**src/rtl/seek_chk_pkg.sv**
```systemverilog
package seek_chk_pkg;
    typedef struct packed {
        logic flag;
        logic load;
    } chk_state_t;

    typedef struct packed {
        logic prev;
    } edge_state_t;
endpackage

```
**src/rtl/seek_strobe_fall.sv**
```systemverilog
module seek_strobe_fall
    import seek_chk_pkg::*;
(
    input  logic clk,
    input  logic rst,
    input  logic strobe,
    output logic fall
);
    edge_state_t st_d, st_q;

    always_comb begin
        st_d      = st_q;
        st_d.prev = strobe;
    end

    always_ff @(posedge clk) begin
        if (rst) st_q <= '0;
        else     st_q <= st_d;
    end

    assign fall = st_q.prev && !strobe;
endmodule

```
**src/rtl/seek_range_decode.sv**
```systemverilog
module seek_range_decode #(
    parameter int ADDR_W      = 9,
    parameter int LIMIT_SMALL = 202,
    parameter int LIMIT_LARGE = 405
) (
    input  logic [ADDR_W-1:0] addr,
    input  logic              big_range,
    output logic              in_range
);
    localparam logic [ADDR_W-1:0] LIM_S = ADDR_W'(LIMIT_SMALL);
    localparam logic [ADDR_W-1:0] LIM_L = ADDR_W'(LIMIT_LARGE);

    logic [ADDR_W-1:0] limit;

    always_comb begin
        limit    = big_range ? LIM_L : LIM_S;
        in_range = (addr <= limit);
    end
endmodule

```
**src/rtl/seek_addr_check.sv**
```systemverilog
module seek_addr_check
    import seek_chk_pkg::*;
#(
    parameter int ADDR_W      = 9,
    parameter int LIMIT_SMALL = 202,
    parameter int LIMIT_LARGE = 405
) (
    input  logic              clk,
    input  logic              rst,
    input  logic              strobe_a,
    input  logic              strobe_b,
    input  logic [ADDR_W-1:0] demand_addr,
    input  logic              busy,
    input  logic              big_range,
    input  logic              heads_loaded,
    input  logic              restore_start,
    input  logic              sel_ready,
    output logic              load_pulse,
    output logic              illegal_status
);
    chk_state_t st_d, st_q;
    logic a_fall;
    logic in_range;
    logic accept;
    logic reject;
    logic clear_req;
    logic flag_q;

    seek_strobe_fall u_fall (
        .clk    (clk),
        .rst    (rst),
        .strobe (strobe_a),
        .fall   (a_fall)
    );

    seek_range_decode #(
        .ADDR_W      (ADDR_W),
        .LIMIT_SMALL (LIMIT_SMALL),
        .LIMIT_LARGE (LIMIT_LARGE)
    ) u_range (
        .addr      (demand_addr),
        .big_range (big_range),
        .in_range  (in_range)
    );

    always_comb begin
        st_d      = st_q;
        accept    = a_fall && in_range && !busy;
        reject    = a_fall && (!in_range || busy);
        clear_req = !heads_loaded || restore_start || accept;
        st_d.load = accept;
        if (clear_req)   st_d.flag = 1'b0;
        else if (reject) st_d.flag = 1'b1;
    end

    always_ff @(posedge clk) begin
        if (rst) st_q <= '0;
        else     st_q <= st_d;
    end

    assign flag_q         = st_q.flag;
    assign load_pulse     = st_q.load;
    assign illegal_status = st_q.flag && sel_ready && !strobe_b;
endmodule

```
**config.mk**
```make
export PLATFORM = sky130hd
export DESIGN_NAME = seek_addr_check
export DESIGN_NICKNAME = d
export VERILOG_FILES = /design/src/rtl/seek_chk_pkg.sv /design/src/rtl/seek_strobe_fall.sv /design/src/rtl/seek_range_decode.sv /design/src/rtl/seek_addr_check.sv
export SDC_FILE = /design/constraint.sdc
export NUM_CORES = 1
export LEC_CHECK = 0
export ABC_AREA = 0
export BUFFER_PORTS_ARGS = -buffer_cell sky130_fd_sc_hd__buf_2
export CAP_MARGIN = 20
export CORE_AREA = 2 2 39 41
export DETAILED_ROUTE_END_ITERATION = 7
export DIE_AREA = 0 0 41 43
export HOLD_SLACK_MARGIN = 0.12
export PLACE_DENSITY_LB_ADDON = 0.15
export SLEW_MARGIN = 20
export SYNTH_ARGS = -nofsm -noshare
export SYNTH_HDL_FRONTEND = slang
export SYNTH_SLANG_ARGS = --single-unit
export TNS_END_PERCENT = 30
```
**constraint.sdc**
```tcl
create_clock -name clk -period 2.2 [get_ports clk]
set_clock_uncertainty 0.15 [all_clocks]
set_input_delay 0 -clock clk [delete_from_list [all_inputs] [get_ports clk]]
set_output_delay 0 -clock clk [all_outputs]
set_load 0.01 [all_outputs]
```
==> impl_metrics.json <==
{
  "postSynthCellCount": 33,
  "leakagePower_nw": 0.288,
  "ys_seq_elements": 3,
  "yosysMostFrequentCell": "ha_1",
  "portBuffers": 19,
  "grt_pass1_vias": 393,
  "syn2layout_area_growth_pct": 64.0,
  "fill_cells": 142,
  "grt_pass1_wl_mm": 1.46,
  "core_area_mm2": 0.00138,
  "grt_max_degree": 6,
  "worst_pin_slew_ps": 211,
  "cts_tree": "done",
  "power_frac_seq_pct": 25.3,
  "synthArstFlopShare_pct": 0,
  "postCtsSetupBuffers": 0,
  "drc": 0,
  "post-route-util_pct": 39.2,
  "grt_util_all_layers_pct": 12.3,
  "dp.final_hpwl_um": 615,
  "synth_cell_types": 19,
  "holdBufCountCts": 7,
  "fin_nets": 89,
  "gr-total-overflow": 0,
  "path_max_fanout": 3,
  "arrival_ps": 2050,
  "hp-class": "in -> out",
  "hold_viol": 0,
  "worstSetupStartpointType": "input port",
  "synth.cell_area_um2": 330,
  "dr.first_iter.drc_count": 0,
  "synth_compound_area_share_pct": 19.3,
  "drt-pass1-iter-count": 1,
  "p_int_w": 0.000164,
  "start_util_pct": 23.9,
  "p_total_w": 0.000224,
  "synthMuxAreaShare_pct": 0,
  "rsz0062_at_grt": "no",
  "cts-buffers-inserted": 3,
  "final-max-slew-violation-count": 0,
  "fmax_mhz": 493,
  "syn_nets": 58,
  "worstSetupPathType": "in -> reg",
  "cp.required_ps": 2220,
  "yosys-top-cells-count": "7 x ha_1, 3 x a21oi_1, 3 x dfxtp_1, 3 x inv_1",
  "critPathMaxStageDelay_ps": 550,
  "cp-end-kind": "flip-flop",
  "die_h_um": 43,
  "cts_buffer_depth": 2,
  "antenna_found_initial": 0,
  "cts_htree_levels": 1,
  "worst_path_max_delay_cell": "dlygate4sd3_1",
  "chipWidth_um": 41,
  "finalSetupTns_ps": 0,
  "synth_fa_ha_area_share_pct": 26.5,
  "cts_resized": 0,
  "synth_area_leaders": "ha_1 27%, dfxtp_1 18%, nor4b_4 7.2%",
  "place_inst": 68,
  "critPathBufInv": 4,
  "placementRows": 14,
  "period_minus_slack_ps": 2030,
  "synth-simple-area-share_pct": 32.6,
  "vias": 355,
  "cts.clk_slew.worst_paths_ps": 40,
  "drive_above_1_share_pct": 42.9,
  "die_area_mm2": 0.00176,
  "cts_sinks": 3,
  "yosys.area.top_type": "ha_1",
  "path_delay_family": "buffers and inverters",
  "diodes": 0,
  "antenna_left": 0,
  "gp_congestion": 0.678,
  "io_pins": 20,
  "clock-root-buffer": "clkbuf_4",
  "pwr-share-comb_pct": 31.5,
  "critPathMostFrequentCell": "dlygate4sd3_1",
  "period_share_pct": 92.2,
  "synth_edf_count": 0,
  "max_cap_violations": 0,
  "slew_headroom_pct": 85.9,
  "power.switching_w": 0.0000602,
  "synth-xor-area-share_pct": 0,
  "synth_top_family_by_area": "simple AND/OR/NAND/NOR gates",
  "seq_area_frac_synth_pct": 18.2,
  "swShare_pct": 26.9,
  "vias_per_cell": 4.49,
  "synthFlopType": "dfxtp_1",
  "wire_per_inst_um": 9.63,
  "finalSetupViolations": 0,
  "clockPowerShare_pct": 43.2,
  "ir_worst_vdd_mv": 0.285,
  "crit_chain": "dlygate4sd3_1 > buf_2 > nor2_1 > nand3_1 > dlygate4sd3_1 > a21oi_1 > dlygate4sd3_1",
  "totalWireLength_um": 761,
  "status": "completed",
  "p_per_area_mw_per_mm2": 413,
  "yosys_warnings": 0,
  "worst_hold_slack_ps": 171,
  "instances_no_fill": 79,
  "avgSynthCellArea_um2": 10.0,
  "synth.top_cell.area_share_pct": 26.5,
  "insertion_delay_ps": 230
}
-- metrics by stage --
stage                     cell area [um^2]  worst slack (ps)
after floorplan                        330               815
after global routing                   542              65.3
final                                  542               172
after detailed placement               445               541
after global placement                 445               567
after CTS                              542               169
-- tightest hold or removal path, stage by stage --
cell and delay, ps:
buf_2 70, and3b_1 130, buf_2 120
-- placed cells by master, fill, tap and decap left out, types with 2 or more instances in the layout --
cell type,n
a21oi_1,3
buf_2,19
clkbuf_4,3
dfxtp_1,3
dlygate4sd3_1,7
ha_1,7
inv_1,3
nand2b_1,2
nor2_1,2
-- area by class of cell --
type,count,area [um^2],share of cell area [%]
inverter,3,11.3,2.08
multi-input combinational,27,259,47.8
tap,16,20.0,3.70
clock buffer,4,26.3,4.85
sequential,3,60.1,11.1
timing repair buffer,26,165,30.5
-- sequential cells by signal (all words and copies together), names as in the netlist --
signal / flops
flag_q: 1
load_pulse: 1
u_fall.st_q: 1
-- power groups by stage --
stage	clock, W	sequential (W)	combinational, W
2_1_floorplan	0	0.0000575	0.0000403
3_3_place_gp	0	0.0000575	0.0000653
3_5_place_dp	0	0.0000575	0.0000653
4_1_cts	0.000102	0.0000566	0.0000716
5_1_grt	0.000105	0.0000566	0.0000816
6_report	0.0000967	0.0000566	0.0000706
-- path summary, 6_finish.rpt --
path / slack (ps) / from / cells past startpoint / endpoint
setup / recovery: 170 / rst / 7 / flag_q
hold reg to reg: 950 / u_fall.st_q / 3 / load_pulse
hold / removal: 170 / sel_ready / 3 / illegal_status
setup reg to reg: 200 / u_fall.st_q / 6 / flag_q
-- cells by family after synthesis --
kind of cell,Yosys count
buffers and inverters,3
and+or+nand+nor,12
DFF,3
AOI/OAI and AO/OA,8
adders and majority gates,7
-- metal layers --
metal	vias up	track usage [%]	share of wire [%]
met5	-	0	0
met4	0	6.00	1.3
met3	2	4.71	4.7
met2	8	19.1	52
met1	158	14.1	41
li1	187	-	-
(Power assumes the default switching activity.)
